[config.mk]
export PLATFORM = sky130hd
export DESIGN_NAME = irq_status_ctrl
export DESIGN_NICKNAME = d
export VERILOG_FILES = /design/src/rtl/irq_pkg.sv /design/src/rtl/irq_status_bank.sv /design/src/rtl/irq_enable_reg.sv /design/src/rtl/irq_group_summary.sv /design/src/rtl/irq_status_ctrl.sv
export SDC_FILE = /design/constraint.sdc
export NUM_CORES = 1
export LEC_CHECK = 0
export ABC_AREA = 0
export BUFFER_PORTS_ARGS = -buffer_cell sky130_fd_sc_hd__clkbuf_2
export CORE_MARGIN = 2
export CORE_UTILIZATION = 49
export CTS_CLUSTER_DIAMETER = 200
export CTS_CLUSTER_SIZE = 24
export DETAILED_ROUTE_END_ITERATION = 16
export PLACE_DENSITY = 0.84
export SLEW_MARGIN = 40
export SYNTH_ARGS = -nofsm -noshare
export SYNTH_HDL_FRONTEND = slang
export SYNTH_SLANG_ARGS = --single-unit
[constraint.sdc]
create_clock -name clk -period 1.5 [get_ports clk]
set_clock_uncertainty 0.1 [all_clocks]
set_input_delay 0.225 -clock clk [delete_from_list [all_inputs] [get_ports clk]]
set_output_delay 0.225 -clock clk [all_outputs]
set_load 0.02 [all_outputs]
[src/rtl/irq_pkg.sv]
package irq_pkg;
  localparam int unsigned IRQ_W = 32;
  localparam int unsigned N_GRP = 3;
  // group order: 0 transmit, 1 receive, 2 fatal
  localparam logic [IRQ_W-1:0] GRP_MASK [N_GRP] = '{
    32'h0000_0025, 32'h0000_00C0, 32'h0000_230A
  };
  localparam int unsigned TX_HALT_BIT = 2;

  typedef enum logic {SEL_STATUS = 1'b0, SEL_ENABLE = 1'b1} csr_sel_e;
endpackage

[src/rtl/irq_status_bank.sv]
module irq_status_bank #(
  parameter int unsigned W = 32
) (
  input  logic         clk,
  input  logic         rst_n,
  input  logic [W-1:0] set_vec,
  input  logic         clr_en,
  input  logic [W-1:0] clr_vec,
  output logic [W-1:0] status
);
  logic [W-1:0] kill;

  always_comb kill = clr_en ? clr_vec : '0;

  // set has priority over clear on the same bit
  always_ff @(posedge clk) begin
    if (!rst_n) status <= '0;
    else        status <= (status & ~kill) | set_vec;
  end
endmodule

[src/rtl/irq_enable_reg.sv]
module irq_enable_reg #(
  parameter int unsigned W = 32
) (
  input  logic         clk,
  input  logic         rst_n,
  input  logic         ld,
  input  logic [W-1:0] ld_val,
  output logic [W-1:0] enable
);
  always_ff @(posedge clk) begin
    if (!rst_n)  enable <= '0;
    else if (ld) enable <= ld_val;
  end
endmodule

[src/rtl/irq_group_summary.sv]
module irq_group_summary
  import irq_pkg::*;
#(
  parameter int unsigned W = IRQ_W
) (
  input  logic         clk,
  input  logic         rst_n,
  input  logic [W-1:0] status,
  input  logic [W-1:0] enable,
  output logic [N_GRP-1:0] grp_pend,
  output logic         irq_q
);
  logic [W-1:0] live;

  always_comb live = status & enable;

  for (genvar g = 0; g < N_GRP; g++) begin : g_grp
    assign grp_pend[g] = |(live & GRP_MASK[g][W-1:0]);
  end

  always_ff @(posedge clk) begin
    if (!rst_n) irq_q <= 1'b0;
    else        irq_q <= |live;
  end
endmodule

[src/rtl/irq_status_ctrl.sv]
module irq_status_ctrl
  import irq_pkg::*;
(
  input  logic             clk,
  input  logic             rst_n,
  input  logic [IRQ_W-1:0] evt_pulse,
  input  logic             csr_sel,
  input  logic             csr_wr,
  input  logic [IRQ_W-1:0] csr_wdata,
  output logic [IRQ_W-1:0] csr_rdata,
  output logic             irq_out,
  output logic             pend_tx,
  output logic             pend_rx,
  output logic             pend_fatal,
  output logic             tx_halted
);
  logic [IRQ_W-1:0] status_q;
  logic [IRQ_W-1:0] enable_q;
  logic [N_GRP-1:0] grp_pend;
  logic             wr_status;
  logic             wr_enable;

  always_comb begin
    wr_status = csr_wr && (csr_sel_e'(csr_sel) == SEL_STATUS);
    wr_enable = csr_wr && (csr_sel_e'(csr_sel) == SEL_ENABLE);
  end

  irq_status_bank #(.W(IRQ_W)) u_status (
    .clk(clk), .rst_n(rst_n), .set_vec(evt_pulse),
    .clr_en(wr_status), .clr_vec(csr_wdata), .status(status_q)
  );

  irq_enable_reg #(.W(IRQ_W)) u_enable (
    .clk(clk), .rst_n(rst_n), .ld(wr_enable),
    .ld_val(csr_wdata), .enable(enable_q)
  );

  irq_group_summary #(.W(IRQ_W)) u_summary (
    .clk(clk), .rst_n(rst_n), .status(status_q), .enable(enable_q),
    .grp_pend(grp_pend), .irq_q(irq_out)
  );

  always_comb begin
    csr_rdata  = (csr_sel_e'(csr_sel) == SEL_ENABLE) ? enable_q : status_q;
    pend_tx    = grp_pend[0];
    pend_rx    = grp_pend[1];
    pend_fatal = grp_pend[2];
    tx_halted  = status_q[TX_HALT_BIT];
  end
endmodule

==> Word level (Yosys, flattened, before mapping) <==
Index checks and enable logic that the tools add are counted.
{ "word_totals": {"regBits": 65, "in_bits": 68, "output_inout_bits": 37, "word_cells": 16} }
{ "op_classes": {"muxes": 2, "bitwise_logic": 5, "reduce_logical": 6} }
{ "op_table": {"columns": ["cell", "n"], "rows": [
  ["32-bit AND", 2],
  ["32-bit 2-to-1 mux", 2],
  ["32-bit inverter", 1],
  ["32-bit OR", 1],
  ["32-bit OR reduction", 1],
  ["5-bit OR reduction", 1],
  ["3-bit OR reduction", 1],
  ["1-bit logical AND", 2],
  ["2-bit OR reduction", 1],
  ["1-bit inverter", 1]
]} }

==> Depth between registers and ports, before layout <==
{ "depth": {"word_depth": 6, "depth_mapped": 7, "depth_no_buf": 4} }

==> Modules after synthesis <==
A second synthesis with hierarchy kept.
{ "hier_totals": {"cells_unflattened": 297, "area_unflattened_um2": 3144.3} }
{ "by_module_without_submodules": {"columns": ["mod", "n_inst", "cells_each", "area_each_um2"], "rows": [
  ["irq_enable_reg", 1, 103, 1243.7],
  ["irq_status_bank", 1, 134, 1151.1],
  ["irq_status_ctrl", 1, 38, 544.3],
  ["irq_group_summary", 1, 22, 205.2]
]} }

==> Least setup slack after synthesis <==
OpenSTA, ideal clock, no wires.
{ "synth_path": {"kind": "flip-flop to flip-flop", "from": "register u_status.status[7]", "to": "register u_summary.irq_q", "setup_ps": 120, "t_arrival_ps": 1151, "required_time_ps": 1280, "path_slack_ps": 129, "stages_incl_launch_ff": 5, "n_path_buf": 0, "cell_sequence": "dfxtp_1 > a22o_1 > a221oi_2 > nand4_1 > o31a_1"} }
{ "synth_via": {"elab_chain_len": 2} }
{ "synth_rtl": {"columns": ["element", "line", "text"], "rows": [
  ["from (decl)", "irq_status_bank.sv:9", "output logic [W-1:0] status"],
  ["from (signal assigned)", "irq_status_bank.sv:18", "else status <= (status & ~kill) | set_vec;"],
  ["32-bit AND", "irq_group_summary.sv:15", "always_comb live = status & enable;"],
  ["32-bit OR reduction", "irq_group_summary.sv:23", "else irq_q <= |live;"],
  ["to (signal assigned)", "irq_group_summary.sv:23", null],
  ["to (decl)", "irq_group_summary.sv:11", "output logic irq_q"]
]} }
No other way between the ends.
A chain may end at the register's enable or synchronous reset.

==> Final worst setup path <==
{ "layout_path": {"from": "register u_status.status[9]", "to": "output pend_fatal"} }
{ "layout_via": {"elab_chain_len": 2} }
{ "layout_rtl": {"columns": ["element", "line", "text"], "rows": [
  ["32-bit AND", "irq_group_summary.sv:15", null],
  ["5-bit OR reduction", "irq_group_summary.sv:18", "assign grp_pend[g] = |(live & GRP_MASK[g][W-1:0]);"],
  ["to (decl)", "irq_status_ctrl.sv:14", "output logic pend_fatal,"]
]} }
No other way between the ends.

==> metrics.md <==
| Metric | Value |
|---|---|
| Core area | `between 5000 and 6000 sq um` |
| Crit path DAT | `about 1300 ps` |
| Clock Tree Buf Depth | `2` |
| Post-Syn Area | `roughly 3000 sq um` |
| Sw frac | `0.258` |
| Initial DRC count | `114` |
| CTS clk-pin slew, worst paths | `roughly 80 ps` |
| GRT Total Usage | `0.236` |
| Int Power | `between 3 and 4 mW` |
| Gr ovfl total | `0` |
| Req. time, crit path | `between 1000 and 1500 ps` |
| Routed wire length | `~7600 microns` |
| Leakage power | `roughly 1.7 nW` |
| PnR worst setup slack | `-127 ps` |
| Commonest cells after routing, fill and taps aside | `clkbuf_2 (100), nand2_1 (98), dfxtp_1 (60), a21oi_1 (32), nor2b_1 (32)` |
| Clk pwr share | `0.409` |
| Number of global-route vias before repair | `around 2600` |
| Number of synthesized register bits | `65` |
| Largest net degree at the start of global routing | `46` |
| Initial antenna violation count | `0` |
| Psw | `1.14 mW` |
| Hold_ws | `between 8 and 9 ps` |
| Layout cells sized above 1 | `0.405` |
| # diodes | `0` |
| Routability cong. | `~0.75` |
| Global-route wire length before repair | `12000 microns` |
| RSZ-0062 raised after global routing | `yes` |
| Peak Freq | `0.615 GHz` |
| Initial Util | `0.502` |
| Chip Height | `81.4 microns` |
| TNS Setup | `-292 ps` |
| Sequential-to-total area share from yosys stat | `0.443` |
| CP Class | `reg2out` |
| Worst slew pin tran | `369 ps` |
| Mapped Nets | `402` |
| Post-Syn Instances | `334` |
| H-tree depth | `3` |
| CTS buffer count | `9` |
| Final slew viol count | `0` |
| Failing checks | `negative setup slack` |
| Die area | `6630 sq um` |
| Num ports | `105` |
| Clk Tree Root Cell | `clkbuf_8` |
| Post-layout instance area | `3880 sq um` |
| Syn. warnings | `0` |
| Die Wd | `between 80 and 90 microns` |
| Area after DPL | `3560 sq um` |
| Vias | `roughly 2700` |
| Final period util | `1.08` |
| Crit. End Element | `output pin` |
| Final hold violation count | `0` |
| Run status | `complete, but fails checks` |
| Hold Buf Count CTS | `0` |
| Post-Place Cells | `between 500 and 600` |
| Half-perimeter wire length after placement | `5570 microns` |
| Peak VDD IR | `607 uV` |
| Netlist cell types | `19` |
| Worst hold stages | `3` |
| Worst Reg-to-Reg Cells | `4` |
| PwrDens | `between 1000 and 1500 nW/um^2` |
| CTS tree | `built` |
| Max cap viols | `0` |
| Drt pass-1 iters | `5` |
| Util after Layout | `0.663` |
| Port bufs | `104` |
| Dpl ws | `-42.1 ps` |
| Site Rows | `28` |
| Tmin final | `around 1600 ps` |
| Most common cell after layout, fill and taps aside | `clkbuf_2` |
| P&R area growth vs syn | `32.1%` |
| Hold crit path type | `in2reg` |
| Vias per cell | `slightly above 5` |
| Nets | `~500` |
| Power Total | `4.40 mW` |
| Critical path fanouts, max | `3` |
| Final setup violating endpoints | `4` |
| Avg Cell Area, Syn | `around 9 sq um` |
| DR WL/cell | `approximately 14 microns` |
| Setup crit start kind | `flop` |
| Flop pwr share | `0.436` |
| Antenna-violating nets left | `0` |
| Combinational cell fraction of total power | `0.155` |
| Fin cells | `roughly 530` |
| Clock sinks | `65` |
| DRC | `0` |
| Clk_lat worst skew | `340 ps` |
| Max-slew headroom | `0.754` |
## what timing repair did
| action | 4_1_cts | 5_1_grt |
|---|---|---|
| buffers inserted | 4 | 2 |
| hold endpoints to repair | 0 | 0 |
| setup endpoints to repair | 3 | 5 |
| pin swaps | 3 | 4 |
| resized for setup | 7 | 11 |
## routing by layer
| layer | track usage | wire [microns] |
|---|---|---|
| met1 | 0.305 | 3300 |
| met2 | 0.381 | 3580 |
| met3 | 0.0495 | 590 |
| met4 | 0.105 | 137 |
| met5 | 0 | 0 |
## critical path, stage by stage (launching register included)
cell      delay, ps
dfxtp_2         330
a222oi_1        350
nand2_1         140
buf_6           160
## sequential cells by signal, summed over array words and instances (netlist names)
register	count
u_summary.irq_q	1
u_status.status	32
u_enable.enable	32
## power groups by stage
stage,sequential (mW),clock (mW),combinational [mW]
2_1_floorplan,1.94,0,0.403
3_3_place_gp,1.95,0,0.639
3_5_place_dp,1.96,0,0.652
4_1_cts,1.92,1.82,0.671
5_1_grt,1.93,1.89,0.751
6_report,1.92,1.80,0.682
## final cells by class
cell class,count,area (sq um)
fillers,506,1970
multi-input cells,246,1520
flip-flops and latches,65,1310
repair buffers,124,709
clock buffers,9,124
clock inverters,7,119
well taps,75,93.8
inverters,1,3.75
## synth_stat cells
master    number  area, sq um
a21boi_0      26          195
a21boi_1       6         45.0
a21oi_1       32          160
a221oi_1       1         8.76
a221oi_2       4         60.1
a222oi_1       2         20.0
a22o_1         5         43.8
a22oi_1        3         22.5
and2_1         1         6.26
buf_2          9         45.0
buf_4          6         45.0
clkbuf_1       7         26.3
dfxtp_1       65         1300
inv_1          1         3.75
mux2_2        32          360
nand2_1       98          368
nand4_1        2         12.5
nor2b_1       33          206
o31a_1         1         8.76
## cell families after synthesis
family,synth area share
buffers and inverters,0.0409
muxes,0.123
DFF,0.443
AOI/OAI and AO/OA,0.192
and+or+nand+nor,0.202
## final timing paths
path | startpoint | slack (ps) | endpoint
setup / recovery | u_status.status[9]$_SDFF_PN0_ | -130 | pend_fatal
hold / removal | evt_pulse[5] | 8 | u_status.status[5]$_SDFF_PN0_
hold reg to reg | u_enable.enable[4]$_SDFFE_PN0P_ | 380 | u_enable.enable[4]$_SDFFE_PN0P_
setup reg to reg | u_status.status[7]$_SDFF_PN0_ | -30 | u_summary.irq_q$_SDFF_PN0_
Note: power is estimated with default switching activity, not from simulation.
